### src/rtl/ec_pkg.sv
package ec_pkg;

    typedef enum logic [2:0] {
        ST_IDLE,
        ST_RD_ADDR,
        ST_RD_WAIT,
        ST_WR_ADDR,
        ST_WR_DATA
    } seq_state_e;

    localparam logic [7:0] OP_READ      = 8'h80;
    localparam logic [7:0] OP_WRITE     = 8'h81;
    localparam logic [7:0] OP_BURST_ON  = 8'h82;
    localparam logic [7:0] OP_BURST_OFF = 8'h83;
    localparam logic [7:0] OP_QUERY     = 8'h84;

    localparam logic [3:0] OFS_DATA = 4'h0;
    localparam logic [3:0] OFS_CTRL = 4'h4;
    localparam logic [3:0] OFS_ICR  = 4'h8;

endpackage

### src/rtl/ec_ibf_timer.sv
// Holds the last host byte and keeps the busy flag up for PROC_CYC cycles.
module ec_ibf_timer #(
    parameter int PROC_CYC = 3
) (
    input  logic       clk,
    input  logic       rst_n,
    input  logic       wr_data,
    input  logic       wr_cmd,
    input  logic [7:0] wdata,
    output logic       ibf,
    output logic       is_cmd,
    output logic [7:0] in_byte,
    output logic       proc
);
    localparam int CW = $clog2(PROC_CYC + 1);

    logic [CW-1:0] cnt_q;

    always_ff @(posedge clk) begin
        if (!rst_n) begin
            ibf     <= 1'b0;
            cnt_q   <= '0;
            is_cmd  <= 1'b0;
            in_byte <= '0;
        end else if (wr_data || wr_cmd) begin
            ibf     <= 1'b1;
            cnt_q   <= CW'(PROC_CYC - 1);
            in_byte <= wdata;
            is_cmd  <= wr_cmd;
        end else if (ibf) begin
            if (cnt_q == '0) begin
                ibf <= 1'b0;
            end else begin
                cnt_q <= cnt_q - 1'b1;
            end
        end
    end

    // the byte is consumed in the last busy cycle
    assign proc = ibf && (cnt_q == '0);

endmodule

### src/rtl/ec_evt_queue.sv
// Pending event bits with a lowest-index-first pick for the query command.
module ec_evt_queue #(
    parameter int NEVT = 8
) (
    input  logic            clk,
    input  logic            rst_n,
    input  logic [NEVT-1:0] raise,
    input  logic            take,
    output logic            any,
    output logic [7:0]      code
);
    logic [NEVT-1:0] pend_q;
    logic [NEVT-1:0] low_mask;

    always_comb begin
        code     = '0;
        low_mask = '0;
        for (int i = NEVT - 1; i >= 0; i--) begin
            if (pend_q[i]) begin
                code        = 8'(i + 1);
                low_mask    = '0;
                low_mask[i] = 1'b1;
            end
        end
    end

    always_ff @(posedge clk) begin
        if (!rst_n) begin
            pend_q <= '0;
        end else begin
            // a new raise wins over a clear in the same cycle
            pend_q <= (pend_q & ~(take ? low_mask : '0)) | raise;
        end
    end

    assign any = |pend_q;

endmodule

### src/rtl/ec_seq_fsm.sv
// Command sequencer: decodes command bytes, walks address/data bytes.
module ec_seq_fsm
    import ec_pkg::*;
(
    input  logic       clk,
    input  logic       rst_n,
    input  logic       proc,
    input  logic       is_cmd,
    input  logic [7:0] in_byte,
    input  logic [7:0] reg_rdata,
    input  logic [7:0] evt_code,
    input  logic       host_rd_data,
    output logic       reg_re,
    output logic       reg_we,
    output logic [7:0] reg_addr,
    output logic [7:0] reg_wdata,
    output logic       evt_take,
    output logic [7:0] obuf,
    output logic       obf,
    output logic       burst
);
    seq_state_e st_q, st_nx;
    logic [7:0] addr_q;
    logic       cmd_go;
    logic       data_go;

    assign cmd_go  = proc && is_cmd;
    assign data_go = proc && !is_cmd;

    always_ff @(posedge clk) begin
        if (!rst_n) begin
            st_q <= ST_IDLE;
        end else begin
            st_q <= st_nx;
        end
    end

    always_comb begin
        st_nx = st_q;
        if (cmd_go) begin
            if (in_byte == OP_READ) begin
                st_nx = ST_RD_ADDR;
            end else if (in_byte == OP_WRITE) begin
                st_nx = ST_WR_ADDR;
            end else begin
                st_nx = ST_IDLE;
            end
        end else begin
            unique case (st_q)
                ST_IDLE:    st_nx = ST_IDLE;
                ST_RD_ADDR: if (data_go) st_nx = ST_RD_WAIT;
                ST_RD_WAIT: st_nx = ST_IDLE;
                ST_WR_ADDR: if (data_go) st_nx = ST_WR_DATA;
                ST_WR_DATA: if (data_go) st_nx = ST_IDLE;
                default:    st_nx = ST_IDLE;
            endcase
        end
    end

    always_comb begin
        reg_re    = data_go && (st_q == ST_RD_ADDR);
        reg_we    = data_go && (st_q == ST_WR_DATA);
        reg_addr  = (st_q == ST_WR_DATA) ? addr_q : in_byte;
        reg_wdata = in_byte;
        evt_take  = cmd_go && (in_byte == OP_QUERY);
    end

    always_ff @(posedge clk) begin
        if (!rst_n) begin
            addr_q <= '0;
            obuf   <= '0;
            obf    <= 1'b0;
            burst  <= 1'b0;
        end else begin
            if (data_go && (st_q == ST_WR_ADDR)) begin
                addr_q <= in_byte;
            end
            if (st_q == ST_RD_WAIT) begin
                obuf <= reg_rdata;
                obf  <= 1'b1;
            end else if (evt_take) begin
                obuf <= evt_code;
                obf  <= 1'b1;
            end else if (host_rd_data) begin
                obf <= 1'b0;
            end
            if (cmd_go && (in_byte == OP_BURST_ON)) begin
                burst <= 1'b1;
            end else if (cmd_go && (in_byte == OP_BURST_OFF)) begin
                burst <= 1'b0;
            end
        end
    end

endmodule

### src/rtl/ec_host_port.sv
module ec_host_port
    import ec_pkg::*;
#(
    parameter int PROC_CYC = 3,
    parameter int NEVT     = 8
) (
    input  logic            clk,
    input  logic            rst_n,
    input  logic            hst_wr,
    input  logic            hst_rd,
    input  logic [3:0]      hst_addr,
    input  logic [7:0]      hst_wdata,
    output logic [7:0]      hst_rdata,
    output logic            reg_re,
    output logic            reg_we,
    output logic [7:0]      reg_addr,
    output logic [7:0]      reg_wdata,
    input  logic [7:0]      reg_rdata,
    input  logic [NEVT-1:0] evt_raise,
    output logic            sci_pend,
    output logic            smi_pend
);
    logic       wr_data, wr_cmd, wr_icr, host_rd_data;
    logic       ibf, is_cmd, proc;
    logic [7:0] in_byte;
    logic       evt_take, evt_any;
    logic [7:0] evt_code;
    logic [7:0] obuf;
    logic       obf, burst;
    logic [7:0] icr_q;
    logic [7:0] status;

    assign wr_data      = hst_wr && (hst_addr == OFS_DATA);
    assign wr_cmd       = hst_wr && (hst_addr == OFS_CTRL);
    assign wr_icr       = hst_wr && (hst_addr == OFS_ICR);
    assign host_rd_data = hst_rd && (hst_addr == OFS_DATA);

    ec_ibf_timer #(.PROC_CYC(PROC_CYC)) u_timer (
        .clk     (clk),
        .rst_n   (rst_n),
        .wr_data (wr_data),
        .wr_cmd  (wr_cmd),
        .wdata   (hst_wdata),
        .ibf     (ibf),
        .is_cmd  (is_cmd),
        .in_byte (in_byte),
        .proc    (proc)
    );

    ec_evt_queue #(.NEVT(NEVT)) u_evt (
        .clk   (clk),
        .rst_n (rst_n),
        .raise (evt_raise),
        .take  (evt_take),
        .any   (evt_any),
        .code  (evt_code)
    );

    ec_seq_fsm u_fsm (
        .clk          (clk),
        .rst_n        (rst_n),
        .proc         (proc),
        .is_cmd       (is_cmd),
        .in_byte      (in_byte),
        .reg_rdata    (reg_rdata),
        .evt_code     (evt_code),
        .host_rd_data (host_rd_data),
        .reg_re       (reg_re),
        .reg_we       (reg_we),
        .reg_addr     (reg_addr),
        .reg_wdata    (reg_wdata),
        .evt_take     (evt_take),
        .obuf         (obuf),
        .obf          (obf),
        .burst        (burst)
    );

    always_ff @(posedge clk) begin
        if (!rst_n) begin
            icr_q <= '0;
        end else if (wr_icr) begin
            icr_q <= hst_wdata;
        end
    end

    assign sci_pend = evt_any && !icr_q[0];
    assign smi_pend = evt_any && icr_q[0];
    assign status   = {1'b0, smi_pend, sci_pend, burst, is_cmd, 1'b0, ibf, obf};

    always_comb begin
        hst_rdata = '0;
        if (hst_rd) begin
            case (hst_addr)
                OFS_DATA: hst_rdata = obuf;
                OFS_CTRL: hst_rdata = status;
                OFS_ICR:  hst_rdata = icr_q;
                default:  hst_rdata = '0;
            endcase
        end
    end

endmodule

### config.mk
export PLATFORM = sky130hd
export DESIGN_NAME = ec_host_port
export DESIGN_NICKNAME = d
export VERILOG_FILES = /design/src/rtl/ec_pkg.sv /design/src/rtl/ec_ibf_timer.sv /design/src/rtl/ec_evt_queue.sv /design/src/rtl/ec_seq_fsm.sv /design/src/rtl/ec_host_port.sv
export SDC_FILE = /design/constraint.sdc
export NUM_CORES = 1
export LEC_CHECK = 0
export BUFFER_PORTS_ARGS = -buffer_cell sky130_fd_sc_hd__buf_2
export CAP_MARGIN = 10
export CORE_ASPECT_RATIO = 1.4
export CORE_MARGIN = 2
export CORE_UTILIZATION = 53
export DETAILED_ROUTE_END_ITERATION = 10
export PLACE_DENSITY = 0.78
export SYNTH_ARGS = -nofsm -noshare
export SYNTH_HDL_FRONTEND = slang
export SYNTH_HIERARCHICAL = 1
export SYNTH_SLANG_ARGS = --single-unit
### constraint.sdc
create_clock -name clk -period 3 [get_ports clk]
set_clock_uncertainty 0.2 [all_clocks]
set_input_delay 0.6 -clock clk [delete_from_list [all_inputs] [get_ports clk]]
set_output_delay 0.6 -clock clk [all_outputs]
set_load 0.05 [all_outputs]
# After elaboration in Yosys (flattened, before gate mapping)
# Cells that the tools add are included.
# word_totals
elab_cells	102
ff_bits	49
output_inout_bits	28
in_bits	32
# classes
muxes	40
bitwise	5
eq_ne	15
add_sub_neg	1
n_reduce_logical	29
# op_table
op	n
two-way mux 8 bit	13
== test 8 bit, second input constant	5
two-way mux 4 bit	8
case mux 8 bit (3 select lines)	1
logical AND 1 bit	15
two-way mux 3 bit	5
inequality test 3 x 1 -> 1 bit, second input constant	3
case mux 3 bit (3 select lines)	1
AND 8 bit	1
two-way mux 1 bit	8
two-way mux 2 bit	4
NOT 8 bit	1
bitwise OR 8 bit	1
OR reduction 8 bit	1
== test 3 x 2 -> 1 bit, second input constant	2
nonzero test 2 bit	3
== test 4 x 3 -> 1 bit, second input constant	1
== test 4 bit, second input constant	1
zero test 4 bit	1
AND reduction 2 bit	2
== test 3 x 1 -> 1 bit, second input constant	1
== test 3 bit, second input constant	1
AND reduction 3 bit	1
nonzero test 3 bit	1
other kinds (7)	9

# Depth between registers and ports, before layout
# logic_depth
word_depth	12
ltp_mapped	9
depth_no_buf	8

# Cells and area by module
# The synthesis kept the hierarchy.
# by_module_without_submodules
module	cells_each	instances	area_per_inst_um2	seq_area_each_um2
ec_seq_fsm	124	1	1102.3	420.4
ec_host_port	73	1	563.0	160.2
ec_ibf_timer	52	1	462.9	240.2
ec_evt_queue	49	1	421.7	160.2

# Least setup slack after synthesis
# OpenSTA, ideal clock, no wires.
# synth_timing
path_type	register to output
start	reg u_evt.pend_q[1]
end	out hst_rdata[5]
slack_ns	-0.054
required_ns	2.200
stages_incl_launch_ff	6
path_buffers	0
arrival_ns	2.254
path_cell_list	dfxtp_1 -> nor3_1 -> nand3b_1 -> nor2b_1 -> a22oi_1 -> nor2_1
# synth_between
elab_chain_len	4
# synth_rtl
element	line	rtl
start, declared	ec_evt_queue.sv:12	logic [NEVT-1:0] pend_q;
start signal, assigned	ec_evt_queue.sv:32	pend_q <= (pend_q & ~(take ? low_mask : '0)) | raise;
OR reduction 8 bit	ec_evt_queue.sv:36	assign any = |pend_q;
net evt_any	ec_host_port.sv:26	logic evt_take, evt_any;
logical AND 1 bit	ec_host_port.sv:86	assign sci_pend = evt_any && !icr_q[0];
net sci_pend	ec_host_port.sv:20	output logic sci_pend,
case mux 8 bit (3 select lines)	ec_host_port.sv:93	case (hst_addr)
two-way mux 8 bit	ec_host_port.sv:92	if (hst_rd) begin
end, declared	ec_host_port.sv:13	output logic [7:0] hst_rdata,
# The timed path passes the listed nets, and every way through them passes these cells.

# Worst setup path in the final report
# layout_timing
start	reg u_evt.pend_q[5]
end	out hst_rdata[5]
# layout_between
elab_chain_len	4
# layout_rtl
element	line
OR reduction 8 bit	ec_evt_queue.sv:36
net evt_any	ec_host_port.sv:26
logical AND 1 bit	ec_host_port.sv:86
case mux 8 bit (3 select lines)	ec_host_port.sv:93
two-way mux 8 bit	ec_host_port.sv:92
# The timed path passes the listed nets, and every way through them passes these cells.

==> metrics.md <==
| Metric | Value |
|---|---|
| Crit path launch | `u_evt/pend_q[5]` |
| CP Max Fanout | `4` |
| Initial Util | `55.8%` |
| Post_cts resized | `0` |
| Post-synthesis register bit count | `49` |
| GRT overflow | `0` |
| PortBufs | `59` |
| First-pass GRT wire length | `9020 µm` |
| CP arrival | `1.87 ns` |
| RR Endpoint | `u_evt/pend_q[5]` |
| Critical path cell sequence | `nor4_2 -> nand3b_1 -> nor2b_2 -> a22oi_1 -> nor2_1 -> buf_2` |
| Synth top area share | `38.5%` |
| FP Rows | `29` |
| Max Cap Viol | `0` |
| Min Tclk post-route | `2.67 ns` |
| Final setup viols | `0` |
| Max Transition Viols Final | `0` |
| Max Root-Sink Buffers | `2` |
| Seq/Total Area, Yosys | `38.5%` |
| Power Dens Cells | `441 mW/mm²` |
| Setup crit end kind | `primary output` |
| Vias in the first global route | `2,001` |
| Hold_buf cts | `0` |
| 1st-pass router iterations | `4` |
| Worst path slowest cell | `nor4_2` |
| Crit-path leading delay family | `simple AND/OR/NAND/NOR gates` |
| Drt drc | `0` |
| Setup TNS Final | `0 ns` |
| Clock transition at the registers of the reported paths | `0.09 ns` |
| GRT Overall Usage | `20.6%` |
| Top cells by count, synth | `nand2_1, dfxtp_1, nor2_1, mux2i_1, buf_4` |
| Count leader, synth | `nand2_1` |
| Post-synthesis cell type count | `46` |
| Max VDD drop | `0.257 mV` |
| EDFF count, synth | `0` |
| Setup slack after layout | `0.334 ns` |
| Drt total wl | `5370 µm` |
| Final worst-path cycle share | `88.9%` |
| Fill cell count | `431` |
| Synthesized cell area | `0.00255 mm²` |
| Util after Layout | `63.3%` |
| Main area contributors after synthesis | `dfxtp_1, nand2_1, mux2i_1` |
| Critical path required time | `2.20 ns` |
| DIE AREA | `0.00539 mm²` |
| Fin nets | `378` |
| Worst skew pair latency | `0.30 ns` |
| Setup CP Type | `register to primary output` |
| Area post-placement | `0.00278 mm²` |
| Worst r2r path cells | `8` |
| Crit path buf inv count | `1` |
| Initial antenna violation count | `0` |
| Root buffer cell | `clkbuf_8` |
| Share of cells above drive strength 1 | `26.5%` |
| Maximum clock frequency | `375 MHz` |
| DR iter-0 viols | `106` |
| Antenna Nets Post-Route | `0` |
| FF-to-FF setup slack | `0.77 ns` |
| Pre-CTS setup slack | `0.392 ns` |
| Boundary Pins | `60` |
| CP startpoint kind | `register` |
| Ys Warns | `6` |
| Cells after Synth | `298` |
| H-tree Lvls | `2` |
| Setup crit end | `hst_rdata[5]` |
| Die H | `86.1 µm` |
| Ant. Diodes | `0` |
| RSZ-0062 raised after global routing | `false` |
| WL/cell | `13.1 µm` |
| Layout area overhead | `13.5%` |
| Post-CTS Setup Inserts | `0` |
| Primary FF master, synth | `dfxtp_1` |
| Worst Hold Class | `register to register` |
| Largest net degree at the start of global routing | `41` |
| TritonCTS Buffers | `5` |
| Detailed-route via count | `2,133` |
| Post-synth ARST share | `0%` |
| Synth area leader | `dfxtp_1` |
| Status | `complete, no violations` |
| Core box area | `0.00457 mm²` |
| Final Wtd Congestion | `0.867` |
| Reg2Reg Launch Point | `u_timer/cnt_q[0]` |
| CTS tree | `built` |
| Synth Area per Inst | `8.56 µm²` |
| Critical Path Stages | `6` |
| Vias per cell | `5.22` |
| Leak pwr | `1.25 nW` |
| Fin area | `0.00289 mm²` |
| Worst-Margin Slew | `0.535 ns` |
| Overall die width | `62.6 µm` |
| Hpwl dp | `4040 µm` |
| Final Hold Fails | `0` |
| CTS sink count | `49` |
| Worst path max stage delay | `0.42 ns` |
| Slew margin rel. | `64.2%` |
per-layer routing:
metal | global-route usage (%) | up-vias | wire (µm)
met3 | 3.02 | 8 | 255
met4 | 8.48 | 0 | 83
met2 | 36.1 | 58 | 2700
met5 | 0 | - | 0
li1 | - | 1092 | -
met1 | 25.4 | 975 | 2330
tightest hold or removal path: stages, from the launching register on:
cell and delay (ns):
dfxtp_1 0.33, nand2_1 0.05, mux2i_1 0.05
kinds of logic (layout without fill, tap and decap cells):
| group | Yosys count | in the layout | share of synthesized area, % |
|---|---|---|---|
| and+or+nand+nor | 130 | 130 | 25.7 |
| muxes | 33 | 33 | 13.6 |
| other | 1 | 4 | 0.147 |
| DFF | 49 | 49 | 38.5 |
| xor gates and xnor gates | 1 | 1 | 0.344 |
| buffers and inverters | 33 | 79 | 8.54 |
| AOI/OAI and AO/OA | 51 | 51 | 13.2 |
worst min-delay path by stage:
stage	start	slack [ns]	endpoint	cells after the start
floorplan	icr_q[6]	0.23	icr_q[6]	2
global placement	icr_q[5]	0.25	icr_q[5]	2
detailed placement	icr_q[6]	0.26	icr_q[6]	2
CTS	icr_q[1]	0.27	icr_q[1]	2
global route	icr_q[2]	0.29	icr_q[2]	2
finish	icr_q[4]	0.27	icr_q[4]	2
final cells by class:
class	count	area [µm²]	share of cell area, %
clock inverters	3	46.3	1.60
repair buffers	63	325	11.2
flip-flops and latches	49	981	33.9
multi-input cells	219	1370	47.2
clock buffers	5	68.8	2.38
inverters	8	30.0	1.04
well taps	62	77.6	2.68
through the flow:
step | hold WS (ns) | total power [mW] | cells
3_5_place_dp | 0.256 | 0.821 | 401
6_report | 0.271 | 1.28 | 409
5_1_grt | 0.291 | 1.33 | 409
3_3_place_gp | 0.247 | 0.818 | 401
2_1_floorplan | 0.231 | 0.786 | 301
4_1_cts | 0.274 | 1.29 | 409
sequential cells by signal (all words and copies together) (netlist names):
register	count
icr_q	8
u_evt/pend_q	8
u_timer/ibf	1
u_fsm/obuf	8
u_timer/is_cmd	1
u_timer/cnt_q	2
u_fsm/addr_q	8
u_fsm/obf	1
u_fsm/burst	1
u_timer/in_byte	8
u_fsm/st_q	3
cell usage in the layout, fill, tap and decap left out, types with 2 or more instances in the layout:
cell,instances
and3_1,2
nor2b_1,9
buf_4,4
nor3b_2,2
dfxtp_1,49
and2_1,2
a31oi_1,3
nor2_1,20
a21boi_1,8
o31ai_1,2
inv_1,8
nand2b_1,3
nand3_1,11
o21ai_0,6
a22oi_1,2
mux2_2,9
conb_1,4
o211ai_1,8
nand2_1,61
a21oi_1,12
buf_2,59
o21a_1,6
mux2_1,5
clkbuf_8,5
nor3_1,6
mux2i_1,19
power by group:
| part | internal [mW] | switching (mW) | total (mW) |
|---|---|---|---|
| Clock | 0.250 | 0.220 | 0.470 |
| Combinational | 0.0491 | 0.0781 | 0.127 |
| Sequential | 0.663 | 0.0162 | 0.679 |
Power figures use the tool's default switching activity.
